<file path="config.mk">
export PLATFORM = sky130hd
export DESIGN_NAME = hamming_secded_codec
export DESIGN_NICKNAME = d
export VERILOG_FILES = /design/src/rtl/hsd_pkg.sv /design/src/rtl/hsd_encoder.sv /design/src/rtl/hsd_decoder.sv /design/src/rtl/hsd_out_stage.sv /design/src/rtl/hamming_secded_codec.sv
export SDC_FILE = /design/constraint.sdc
export NUM_CORES = 1
export LEC_CHECK = 0
export BUFFER_PORTS_ARGS = -buffer_cell sky130_fd_sc_hd__buf_2
export CAP_MARGIN = 20
export CELL_PAD_IN_SITES_DETAIL_PLACEMENT = 0
export CELL_PAD_IN_SITES_GLOBAL_PLACEMENT = 1
export CORE_UTILIZATION = 37
export DETAILED_ROUTE_END_ITERATION = 7
export HOLD_SLACK_MARGIN = 0.08
export PLACE_DENSITY_LB_ADDON = 0.05
export SYNTH_ARGS = -nofsm -noshare
export SYNTH_HDL_FRONTEND = slang
export SYNTH_HIERARCHICAL = 1
export SYNTH_SLANG_ARGS = --single-unit
</file>
<file path="constraint.sdc">
create_clock -name clk -period 2 [get_ports clk]
set_clock_uncertainty 0.1 [all_clocks]
set_input_delay 0.1 -clock clk [delete_from_list [all_inputs] [get_ports clk]]
set_output_delay 0.1 -clock clk [all_outputs]
set_load 0.05 [all_outputs]
</file>
<file path="src/rtl/hsd_pkg.sv">
// Package: shared widths and position helpers for the SEC-DED codec.
// Assumes one fixed layout: check bits at power-of-two positions,
// data MSB-first in the remaining positions, overall parity last.
package hsd_pkg;
    localparam int DATA_W = 8;
    localparam int PAR_W  = 4;
    localparam int HAM_W  = DATA_W + PAR_W;
    localparam int CODE_W = HAM_W + 1;

    // Returns the 1-based code position that holds data index idx (0 = MSB).
    function automatic int data_pos(input int idx);
        int n;
        int r;
        n = 0;
        r = 0;
        for (int p = 1; p <= HAM_W; p++) begin
            if ((p & (p - 1)) != 0) begin
                if (n == idx) r = p;
                n++;
            end
        end
        return r;
    endfunction

    // Extracts the data positions of a codeword without any correction.
    function automatic logic [DATA_W-1:0] raw_data(input logic [CODE_W-1:0] code);
        logic [DATA_W-1:0] d;
        for (int i = 0; i < DATA_W; i++) d[DATA_W-1-i] = code[data_pos(i)-1];
        return d;
    endfunction
endpackage

</file>
<file path="src/rtl/hsd_encoder.sv">
// Module: combinational SEC-DED encoder.
// Places data bits, derives the four position check bits, then the
// overall even parity bit. Assumes the layout fixed in hsd_pkg.
module hsd_encoder
    import hsd_pkg::*;
(
    input  logic [DATA_W-1:0] data_i,
    output logic [CODE_W-1:0] code_o
);
    logic [HAM_W:1] pos;
    logic           par;

    // Fill data positions, then compute each check bit over its group.
    always_comb begin
        pos = '0;
        par = 1'b0;
        for (int i = 0; i < DATA_W; i++) pos[data_pos(i)] = data_i[DATA_W-1-i];
        for (int k = 0; k < PAR_W; k++) begin
            par = 1'b0;
            for (int p = 1; p <= HAM_W; p++) begin
                if (((p >> k) & 1) == 1 && p != (1 << k)) par = par ^ pos[p];
            end
            pos[1 << k] = par;
        end
    end

    // Overall parity on top makes the full word even weight.
    assign code_o = {^pos, pos};
endmodule

</file>
<file path="src/rtl/hsd_decoder.sv">
// Module: combinational SEC-DED decoder.
// Computes the syndrome and overall parity, flips a single indicated bit,
// and flags uncorrectable words. Assumes the layout fixed in hsd_pkg.
module hsd_decoder
    import hsd_pkg::*;
(
    input  logic [CODE_W-1:0] code_i,
    output logic [DATA_W-1:0] data_o,
    output logic              sec_o,
    output logic              ded_o
);
    logic [HAM_W:1]   pos;
    logic [HAM_W:1]   fixed;
    logic [PAR_W-1:0] syn;
    logic             odd;

    assign pos = code_i[HAM_W-1:0];
    assign odd = ^code_i;

    // Syndrome: each bit is the parity over positions with that index bit set.
    always_comb begin
        syn = '0;
        for (int p = 1; p <= HAM_W; p++) begin
            for (int k = 0; k < PAR_W; k++) begin
                if (((p >> k) & 1) == 1) syn[k] = syn[k] ^ pos[p];
            end
        end
    end

    // Classify the word and repair a single in-range position.
    always_comb begin
        fixed = pos;
        sec_o = 1'b0;
        ded_o = 1'b0;
        if (syn != '0) begin
            if (odd && int'(syn) <= HAM_W) begin
                sec_o = 1'b1;
                for (int p = 1; p <= HAM_W; p++) begin
                    if (p == int'(syn)) fixed[p] = ~pos[p];
                end
            end else begin
                ded_o = 1'b1;
            end
        end else if (odd) begin
            sec_o = 1'b1;
        end
    end

    // Gather the data positions of the repaired word, MSB first.
    always_comb begin
        data_o = '0;
        for (int i = 0; i < DATA_W; i++) data_o[DATA_W-1-i] = fixed[data_pos(i)];
    end
endmodule

</file>
<file path="src/rtl/hsd_out_stage.sv">
// Module: optional output register stage.
// REG=1 registers d_i with a synchronous active-low clear;
// REG=0 is a plain wire and leaves clk and rst_n unused.
module hsd_out_stage #(
    parameter int W   = 8,
    parameter bit REG = 1'b1
) (
    input  logic         clk,
    input  logic         rst_n,
    input  logic [W-1:0] d_i,
    output logic [W-1:0] q_o
);
    if (REG) begin : g_reg
        // Capture the stage input each cycle, clear while in reset.
        always_ff @(posedge clk) begin
            if (!rst_n) q_o <= '0;
            else        q_o <= d_i;
        end
    end else begin : g_wire
        assign q_o = d_i;
    end
endmodule

</file>
<file path="src/rtl/hamming_secded_codec.sv">
// Module: top of the 8-bit SEC-DED codec.
// Encoder and decoder are independent combinational paths sharing one
// optional output stage selected by OUT_REG. Inputs are assumed known
// in every cycle, reset cycles included.
module hamming_secded_codec
    import hsd_pkg::*;
#(
    parameter bit OUT_REG = 1'b1
) (
    input  logic              clk,
    input  logic              rst_n,
    input  logic [DATA_W-1:0] enc_data_i,
    output logic [CODE_W-1:0] enc_code_o,
    input  logic [CODE_W-1:0] dec_code_i,
    output logic [DATA_W-1:0] dec_data_o,
    output logic              dec_sec_o,
    output logic              dec_ded_o
);
    localparam int STAGE_W = CODE_W + DATA_W + 2;

    logic [CODE_W-1:0] enc_code_c;
    logic [DATA_W-1:0] dec_data_c;
    logic              dec_sec_c;
    logic              dec_ded_c;

    hsd_encoder u_enc (
        .data_i (enc_data_i),
        .code_o (enc_code_c)
    );

    hsd_decoder u_dec (
        .code_i (dec_code_i),
        .data_o (dec_data_c),
        .sec_o  (dec_sec_c),
        .ded_o  (dec_ded_c)
    );

    hsd_out_stage #(.W(STAGE_W), .REG(OUT_REG)) u_stage (
        .clk   (clk),
        .rst_n (rst_n),
        .d_i   ({enc_code_c, dec_data_c, dec_sec_c, dec_ded_c}),
        .q_o   ({enc_code_o, dec_data_o, dec_sec_o, dec_ded_o})
    );

    // The two flags never rise together.
    assert_flags_exclusive_R6: assert property (@(posedge clk) disable iff (!rst_n)
        !(dec_sec_o && dec_ded_o));

    // Every encoded word has even weight.
    assert_even_weight_R3: assert property (@(posedge clk) disable iff (!rst_n)
        (^enc_code_o) == 1'b0);

    if (OUT_REG) begin : g_chk_reg
        // Reset clears every output at the following edge.
        assert_reset_clear_R9: assert property (@(posedge clk)
            !rst_n |=> (enc_code_o == '0 && dec_data_o == '0 && !dec_sec_o && !dec_ded_o));

        // A received word equal to the encoding decodes cleanly.
        assert_clean_loop_R8: assert property (@(posedge clk) disable iff (!rst_n)
            ($past(dec_code_i) == enc_code_o) |->
            (!dec_sec_o && !dec_ded_o && dec_data_o == $past(enc_data_i)));

        // Uncorrectable words pass data positions through.
        assert_ded_passthru_R6: assert property (@(posedge clk) disable iff (!rst_n)
            dec_ded_o |-> dec_data_o == raw_data($past(dec_code_i)));

        // A repair changes at most one data bit.
        assert_sec_one_bit_R4: assert property (@(posedge clk) disable iff (!rst_n)
            dec_sec_o |-> $countones(dec_data_o ^ raw_data($past(dec_code_i))) <= 1);
    end else begin : g_chk_comb
        // A received word equal to the encoding decodes cleanly.
        assert_clean_loop_R8: assert property (@(posedge clk) disable iff (!rst_n)
            (dec_code_i == enc_code_o) |->
            (!dec_sec_o && !dec_ded_o && dec_data_o == enc_data_i));

        // Uncorrectable words pass data positions through.
        assert_ded_passthru_R6: assert property (@(posedge clk) disable iff (!rst_n)
            dec_ded_o |-> dec_data_o == raw_data(dec_code_i));

        // A repair changes at most one data bit.
        assert_sec_one_bit_R4: assert property (@(posedge clk) disable iff (!rst_n)
            dec_sec_o |-> $countones(dec_data_o ^ raw_data(dec_code_i)) <= 1);
    end
endmodule

</file>
# ---- Word-level counts from Yosys, hierarchy flattened
# Cells that the tools add are included.
dict set report classes {
  order_cmp 1
  n_bitwise 44
  n_eq_ne 12
  reduce_logical 5
  n_mux 18
}
# cell count
set ops {}
lappend ops {{$eq 4x4->1 const A} 8}
lappend ops {{$xor 1x1->1} 32}
lappend ops {{$mux 12} 2}
lappend ops {{$mux 1} 16}
lappend ops {{$reduce_xor 13->1} 1}
lappend ops {{$eq 3x4->1 const A} 3}
lappend ops {{$not 1->1} 12}
lappend ops {{$reduce_xor 12->1} 1}
lappend ops {{$eq 2x4->1 const A} 1}
lappend ops {{$le 4x4->1 const B} 1}
lappend ops {{$reduce_bool 4->1} 1}
lappend ops {{$reduce_and 2->1} 1}
lappend ops {{$logic_and 1x1->1} 1}
dict set report word_totals {
  in_bits 23
  register_bits 23
  output_inout_bits 23
}

# ---- Logic depth before layout (Yosys ltp)
# Gate-level depths: netlist of run 1.
dict set report depth {
  word_depth 9
  mapped_depth 7
  ltp_nobuf 6
}

# ---- By module
# The synthesis of run 1 kept the hierarchy.
# mod seq_area_each_um2 instances area_each_um2 cells_per_inst
set by_module_without_submodules {}
lappend by_module_without_submodules {hsd_out_stage 460.4 1 648.1 48}
lappend by_module_without_submodules {hsd_decoder 0.0 1 505.5 61}
lappend by_module_without_submodules {hsd_encoder 0.0 1 212.7 20}

# ---- Least setup slack after synthesis of run 1
# Ideal clock, no wire load.
dict set report synth_path {
  kind {in2reg}
  start {input dec_code_i[11]}
  end {register u_stage.q_o[0]}
  setup_ns 0.115
  path_slack_ns 0.311
  t_arrival_ns 1.474
  path_buffers 1
  stages 7
  cell_sequence {buf_6 -> xor3_1 -> xor2_1 -> nand3_1 -> a41oi_1 -> nor4b_1 -> and2_1}
}
dict set report synth_between {
  elab_chain_len 4
}
# element line_no
set synth_rtl {}
lappend synth_rtl {{start, declared} hamming_secded_codec.sv:14} ;# input logic [CODE_W-1:0] dec_code_i,
lappend synth_rtl {{$xor 1x1->1} hsd_decoder.sv:25} ;# if (((p >> k) & 1) == 1) syn[k] = syn[k] ^ pos[p];
lappend synth_rtl {{$le 4x4->1} hsd_decoder.sv:36} ;# if (odd && int'(syn) <= HAM_W) begin
lappend synth_rtl {{$logic_and 1x1->1} hsd_decoder.sv:36}
lappend synth_rtl {{$mux 1} hsd_decoder.sv:36}
lappend synth_rtl {{end signal, assigned} hsd_out_stage.sv:17} ;# else q_o <= d_i;
lappend synth_rtl {{end, declared} hsd_out_stage.sv:11} ;# output logic [W-1:0] q_o
# Parallel ways exist; a longest one is shown, timed or not.
# A chain may end at the register's enable or synchronous reset.

# ---- Worst setup path after layout of run 1
dict set report layout_path {
  start {input dec_code_i[2]}
  end {register u_stage.q_o[1]}
}
dict set report layout_between {
  elab_chain_len 9
}
# element line_no
set layout_rtl {}
lappend layout_rtl {{$xor 1x1->1 (5 in series)} hsd_decoder.sv:25}
lappend layout_rtl {{$le 4x4->1} hsd_decoder.sv:36}
lappend layout_rtl {{$logic_and 1x1->1} hsd_decoder.sv:36}
lappend layout_rtl {{$mux 1} hsd_decoder.sv:36}
lappend layout_rtl {{$mux 1 (*)} hsd_decoder.sv:35} ;# if (syn != '0) begin
lappend layout_rtl {{named net dec_sec_c} hamming_secded_codec.sv:23} ;# logic dec_sec_c;
# Mark *: on every way through the listed nets, which the timed path passes. The rest lies on a longest branch.

==> flow_summary.ini, run 1 <==
[setup_path]
critical_path.max_fanout = 7
required_ns = 2.06
cp_cell_sequence = buf_2 -> xnor2_1 -> buf_4 -> xor2_1 -> nor2_1 -> o21ai_0 -> or3b_1 -> and2_1
path_buf_inv = 2
end_kind = flip-flop
crit_type = input pin to flip-flop
crit_start = dec_code_i[2]
critPathTopFamily = simple AND/OR/NAND/NOR gates
slowest_delay_ns = 0.40
critical_path_arrival_ns = 1.76
start_kind = input pin
crit_cells = 8
cp_slowest_cell = xor2_1
cp-endpoint = u_stage/q_o[1]$_SDFF_PN0_

[sta]
hold_viol = 0
setup_ws_ns = 0.296
fin_setup_tns_ns = 0
rsz0062_at_grt = false
fin_crit_sh = 0.852
fmax_ghz = 0.587
tightest_slew_ns = 0.479
setup_viol = 0
whs_ns = 0.118
maxSlewViolCount = 0
max-slew-margin-rel = 0.678
min_period_ns = 1.70

[grt]
gr-total-overflow = 0
grt_max_degree = 24
grt_pass1_wl_um = 4290
grt_pass1_vias = 902
antenna_found_initial = 0
grt_usage = 0.141

[route]
drt_iter0_markers = 21
routed_via_density = 4.30
vias = 964
wl_per_cell_um = 11.6
drt-total-wl_um = 2600
firstDrtPassIters = 4
drc = 0
ant_nets = 0

[final_layout]
top_register = u_stage/q_o
finalNetCount = 202
diodes = 0
fillers = 346
syn2layout_area_growth_pct = 24.7
regArea_um2 = 460
multi_input_area_um2 = 801
largest_reg_flops = 23
reg_top3 = u_stage/q_o: 23 flops
drive_above_1_share = 0.427

[power_and_ir_drop]
p_clk_frac = 0.192
p_comb_frac = 0.449
p_per_area_nw_per_um2 = 849
switching_share = 0.376
p_int_uw = 903
power_leakage_uw = 0.000789
power.net_switching_uw = 544
vdd_ir_drop_max_uv = 451
power_frac_seq = 0.359

[die]
initial_core_util = 0.397
io_pins = 46
rows = 21
fp.coreArea_um2 = 3440
die-area_um2 = 3940
chipWidth_um = 62.8
dieHeight_um = 62.8

[worst_hold_path]
hp-class = input pin to flip-flop

[yosys]
netlist_area_um2 = 1370
ys_top_cells_by_area = dfxtp_1 34%, xnor2_1 13%, and2_2 9.9%, xnor3_1 6.6%, buf_4 4.9%
synth_edf_count = 0
yosysSeqAreaShare = 0.337
synth_ff_type = dfxtp_1
synth_commonest_cells = 23 x dfxtp_1, 21 x xnor2_1, 18 x and2_2
synth_most_common_cell = dfxtp_1
postSynth.asyncResetShare = 0
synth_top_area_share = 0.337
synth-seq-cells = 23
yosys.area.top_type = dfxtp_1
yosys_warnings = 6
synth.distinct_cells = 24
synth_fp_nets = 152
synth.avg_cell_area_um2 = 10.6
synthCells = 129

[clock_network]
clock-sinks = 23
cts_tree = done
cts-root-buf = clkbuf_8
clk_path_buf_depth = 2
path_clk_slew_ns = 0.08
h-tree-depth = 1
post_cts_buffers = 0
cts_buffers = 3
post_cts_resize_count = 0

[placed_design]
portBuffers = 45
place_ws_ns = 0.0448
dp_hpwl_um = 2020
gp_congestion = 0.832

[status]
status = finished clean

[run]
maxCapViolations = 0
## stage by stage
step | utilization | cells | total power, µW | cell area [µm²]
floorplan | - | 129 | 1030 | 1370
global placement | 0.458 | 212 | 1160 | 1580
detailed placement | 0.458 | 212 | 1170 | 1580
CTS | 0.495 | 224 | 1460 | 1700
global route | 0.495 | 224 | 1540 | 1700
finish | 0.495 | 224 | 1450 | 1700
## cells by family (layout without fill, tap and decap cells)
group,count (synthesis),count (layout),synth area share
DFF,23,23,0.337
and+or+nand+nor,44,44,0.200
AOI/OAI and AO/OA,13,13,0.0659
buffers and inverters,13,62,0.0769
xor gates and xnor gates,36,36,0.321
## layer usage
metal  track usage  routed length [µm]  up-vias  share of wire
met5             0                   0        -              0
met3        0.0347                 117        2          0.045
met4        0.0436                  25        0         0.0096
li1              -                   -      517              -
met2         0.205                1110       28           0.43
met1         0.202                1350      417           0.52
## power by group through the flow
stage / Clock, µW / Sequential [µW] / Combinational [µW]
after floorplan: 0 / 710 / 321
after global placement: 0 / 529 / 636
after detailed placement: 0 / 530 / 637
after CTS: 289 / 520 / 653
after global routing: 315 / 525 / 701
final: 277 / 519 / 650
## cell type report
cell class / count / area share
multi-input combinational: 93 / 0.470
sequential: 23 / 0.270
timing repair buffer: 57 / 0.197
tap: 46 / 0.0338
clock buffer: 3 / 0.0242
clock inverter: 1 / 0.00294
inverter: 1 / 0.00220
## layout by cell type, fill, tap and decap left out, drive strengths merged
cell         instances
nand3                4
dfxtp               23
nor2                 7
clkbuf               3
clkinv               1
dlygate4sd3          8
o211ai               7
and2                24
nor4b                1
or3b                 1
nor3                 6
a41oi                1
xnor2               22
nand2                1
a21oi                2
o21ai                2
xor3                 2
xor2                 7
xnor3                5
buf                 49
o221ai               1
inv                  1
## how the worst min path moves through the flow
stage / from / end / slack (ns) / cells after the start
finish: dec_code_i[2] / u_stage/q_o[9]$_SDFF_PN0_ / 0.12 / 3
CTS: dec_code_i[4] / u_stage/q_o[8]$_SDFF_PN0_ / 0.12 / 3
floorplan: rst_n / u_stage/q_o[22]$_SDFF_PN0_ / 0.14 / 1
global placement: enc_data_i[7] / u_stage/q_o[12]$_SDFF_PN0_ / 0.27 / 2
detailed placement: enc_data_i[7] / u_stage/q_o[12]$_SDFF_PN0_ / 0.27 / 2
global route: dec_code_i[4] / u_stage/q_o[8]$_SDFF_PN0_ / 0.13 / 3
## timing repair
item                                   CTS  global route
setup endpoints to repair                0             0
endpoints found under the hold margin    8             0
hold buffers                             8             0
Power figures use the tool's default switching activity.
==> inputs of run 2 (changes only) <==
==> constraint.sdc (replaced) <==
create_clock -name clk -period 2 [get_ports clk]
set_clock_uncertainty 0.1 [all_clocks]
set_input_delay 0.4 -clock clk [delete_from_list [all_inputs] [get_ports clk]]
set_output_delay 0.4 -clock clk [all_outputs]
set_load 0.01 [all_outputs]
==> flow_summary.ini, run 2 (synthesis gave the netlist of run 1 again) <==
[sta]
hold_viol = 0
min_period_ns = 1.92
fin_crit_sh = 0.962
maxSlewViolCount = 0
rsz0062_at_grt = false
fmax_ghz = 0.520
max-slew-margin-rel = 0.779
setup_viol = 0
fin_setup_tns_ns = 0
tightest_slew_ns = 0.329

[placed_design]
portBuffers = 45
place_inst = 234
gp_congestion = 0.904
dp_hpwl_um = 2230

[die]
rows = 21
fp.coreArea_um2 = 3440
dieHeight_um = 62.8
die-area_um2 = 3940
initial_core_util = 0.397
io_pins = 46
chipWidth_um = 62.8

[route]
top_layer_used = met4
drc = 0
drt-total-wl_um = 2780
ant_nets = 0
dr_wl_met2_um = 1130
vias = 1055
firstDrtPassIters = 5
wl_per_cell_um = 11.7
drt_iter0_markers = 19
routedLengthMet1_um = 1470
routed_via_density = 4.43
wl_met3_um = 157

[final_layout]
final-instance-count-excl-fill = 238
drive_above_1_share = 0.542
finalNetCount = 216
top_register = u_stage/q_o
fillers = 333
regArea_um2 = 460
reg_top3 = u_stage/q_o: 23 flops
diodes = 0
largest_reg_flops = 23
syn2layout_area_growth_pct = 35.3
layout_common_cells = 45 x buf_2, 26 x buf_4, 23 x dfxtp_1, 18 x and2_2, 17 x xnor2_1
multi_input_area_um2 = 857
mostFrequentLayoutCell = buf_2

[power_and_ir_drop]
p_int_uw = 966
p_per_area_nw_per_um2 = 758
power_leakage_uw = 0.000886
switching_share = 0.311
vdd_ir_drop_max_uv = 307
power_frac_seq = 0.369
power.net_switching_uw = 435
p_comb_frac = 0.417
total_power_uw = 1400
p_clk_frac = 0.213

[grt]
grt_pass1_vias = 974
grt_usage = 0.150
gr-total-overflow = 0
grt_max_degree = 24
grt_pass1_wl_um = 4620
antenna_found_initial = 0

[run]
maxCapViolations = 0

[clock_network]
h-tree-depth = 1
path_clk_slew_ns = 0.09
cts_tree = done
clk_path_buf_depth = 2
clock-sinks = 23
cts_buffers = 3
cts-root-buf = clkbuf_8
hold_buffers = 0

[worst_hold_path]
hp-class = input pin to flip-flop

[setup_path]
critical_path_arrival_ns = 1.99
end_kind = flip-flop
required_ns = 2.07
critical_path.max_fanout = 6
start_kind = input pin
crit_type = input pin to flip-flop

[status]
status = finished clean
run 2: through the flow:
stage | hold WS (ns) | utilization | area [µm²] | setup slack [ns]
after detailed placement | 0.569 | 0.506 | 1740 | -0.217
after global placement | 0.569 | 0.506 | 1740 | -0.339
after floorplan | 0.436 | - | 1370 | 0.0109
final | 0.294 | 0.537 | 1850 | 0.0751
after global routing | 0.288 | 0.537 | 1850 | 0.0183
after CTS | 0.282 | 0.521 | 1790 | 0.0771
run 2: power by group through the flow:
stage | clock network, µW | logic [µW] | registers [µW]
after floorplan | 0 | 321 | 558
after global placement | 0 | 563 | 529
after detailed placement | 0 | 565 | 529
after CTS | 321 | 567 | 518
after global routing | 344 | 635 | 522
final | 299 | 585 | 518
run 2: per-layer routing:
metal  GRT usage  up-vias
met1       0.223      474
met3      0.0347        4
met4      0.0349        0
met5           0        -
li1            -      542
met2       0.216       35
run 2: final cells by class:
class	count	share of cell area
multi-input cells	93	0.464
flip-flops and latches	23	0.249
repair buffers	71	0.227
well taps	46	0.0311
clock buffers	3	0.0223
clock inverters	1	0.00406
inverters	1	0.00203
run 2: worst paths after layout:
kind / start / endpoint / cells past startpoint
setup / recovery: dec_code_i[0] / u_stage/q_o[1]$_SDFF_PN0_ / 9
hold / removal: enc_data_i[7] / u_stage/q_o[12]$_SDFF_PN0_ / 2
run 2: worst max-delay path: stages:
cell and delay (ns):
buf_2 0.12, xnor2_2 0.25, buf_4 0.17, xnor2_1 0.11, buf_4 0.16, nor2_1 0.04, o21ai_0 0.22, or3b_1 0.36
and2_1 0.15
run 2: what timing repair did:
item	in CTS	in global routing
resized for setup	0	7
buffers inserted	0	0
setup endpoints to repair	0	3
==> inputs of run 3 (changes only) <==
--- a/config.mk
+++ b/config.mk
@@ -9,6 +9,7 @@
 export CAP_MARGIN = 20
 export CELL_PAD_IN_SITES_DETAIL_PLACEMENT = 0
 export CELL_PAD_IN_SITES_GLOBAL_PLACEMENT = 1
+export CORE_MARGIN = 2
 export CORE_UTILIZATION = 37
 export DETAILED_ROUTE_END_ITERATION = 7
 export HOLD_SLACK_MARGIN = 0.08
==> flow_summary.ini, run 3 (synthesis gave the netlist of run 1 again) <==
[run]
maxCapViolations = 0

[setup_path]
critical_path_arrival_ns = 1.98
crit_type = input pin to flip-flop
critical_path.max_fanout = 5
cp_cell_sequence = buf_2 -> xnor2_4 -> xnor3_2 -> nand2_2 -> a21oi_1 -> or3b_1 -> and2_1
end_kind = flip-flop
cp_slowest_cell = xnor3_2
start_kind = input pin
required_ns = 2.06
slowest_delay_ns = 0.43

[clock_network]
hold_buffers = 0
cts_tree = done
cts_buffers = 3
cts-root-buf = clkbuf_8
post_cts_resize_count = 0
path_clk_slew_ns = 0.07
clk_path_buf_depth = 2
clock-sinks = 23
h-tree-depth = 1
post_cts_buffers = 0

[sta]
whs_ns = 0.301
tightest_slew_ns = 0.344
setup_viol = 0
maxSlewViolCount = 0
min_period_ns = 1.92
rsz0062_at_grt = false
fin_crit_sh = 0.960
hold_viol = 0
fmax_ghz = 0.521
setup_ws_ns = 0.0799
max-slew-margin-rel = 0.769

[power_and_ir_drop]
p_per_area_nw_per_um2 = 739
total_power_uw = 1350
p_comb_frac = 0.413
power_frac_seq = 0.383
switching_share = 0.297
power.net_switching_uw = 402
power_leakage_uw = 0.000871
p_int_uw = 950
vdd_ir_drop_max_uv = 286
p_clk_frac = 0.204

[placed_design]
dp_hpwl_um = 2160
gp_congestion = 0.740
portBuffers = 45
place_ws_ns = -0.232

[final_layout]
largest_reg_flops = 23
reg_top3 = u_stage/q_o: 23 flops
diodes = 0
syn2layout_area_growth_pct = 34.0
finalNetCount = 213
mostFrequentLayoutCell = buf_2
layout_common_cells = 45 x buf_2, 23 x buf_4, 23 x dfxtp_1, 18 x xnor2_1, 18 x and2_2
top_register = u_stage/q_o
drive_above_1_share = 0.534

[route]
wl_per_cell_um = 10.9
drt_iter0_markers = 35
drt-total-wl_um = 2580
ant_nets = 0
drc = 0
firstDrtPassIters = 4
vias = 1044
routed_via_density = 4.41

[grt]
gr-total-overflow = 0
grt_pass1_vias = 1045
grt_usage = 0.131
grt_pass1_wl_um = 4230
grt_max_degree = 24
antenna_found_initial = 0

[worst_hold_path]
hp-class = input pin to flip-flop

[die]
die-area_um2 = 4190
fp.coreArea_um2 = 3610
initial_core_util = 0.379
chipWidth_um = 64.8
rows = 22
dieHeight_um = 64.8
io_pins = 46

[status]
status = finished clean
==> run 3: cell types whose count changed in the layout (fill, tap and decap cells not counted), sizes merged <==
cell / delta
clkbuf: +1
buf: -3
clkinvlp: -1
==> run 3: cell type report <==
| cell class | instances | area, µm² |
|---|---|---|
| repair buffers | 68 | 398 |
| flip-flops and latches | 23 | 460 |
| fillers | 352 | 1780 |
| multi-input cells | 93 | 863 |
| inverters | 1 | 3.75 |
| well taps | 48 | 60.1 |
| clock buffers | 4 | 45.0 |
==> run 3: metrics by stage <==
step           std cells  area (µm²)   util  setup TNS (ns)
6_report             237        1830  0.508               0
5_1_grt              237        1830  0.508               0
4_1_cts              237        1770  0.490               0
3_5_place_dp         233        1720  0.478           -1.72
3_3_place_gp         233        1720  0.478           -1.65
2_1_floorplan        129        1370      -               0
==> run 3: per-layer routing <==
metal,vias to the layer above,share of wire,GRT usage
met5,-,0,0
met4,0,0.020,0.0638
met3,5,0.046,0.0122
met2,30,0.57,0.272
met1,474,0.36,0.124
li1,535,-,-
==> run 3: worst paths after layout <==
check          start                    endpoint  slack, ns  depth (start not counted)
min    enc_data_i[4]  u_stage/q_o[16]$_SDFF_PN0_       0.30                          2
max    dec_code_i[6]   u_stage/q_o[1]$_SDFF_PN0_       0.08                          7
==> run 3: power groups by stage <==
stage | Sequential (µW) | Clock, µW | Combinational, µW
6_report | 518 | 276 | 559
5_1_grt | 523 | 302 | 617
4_1_cts | 519 | 287 | 541
3_5_place_dp | 529 | 0 | 540
3_3_place_gp | 529 | 0 | 532
2_1_floorplan | 558 | 0 | 321
==> run 3: critical path, delay by kind of cell <==
| kind | cells | cell delay (ns) |
|---|---|---|
| XOR/XNOR | 2 | 0.71 |
| AND/OR/NAND/NOR | 3 | 0.65 |
| buffers and inverters | 1 | 0.14 |
| AO/OA/AOI/OAI | 1 | 0.08 |
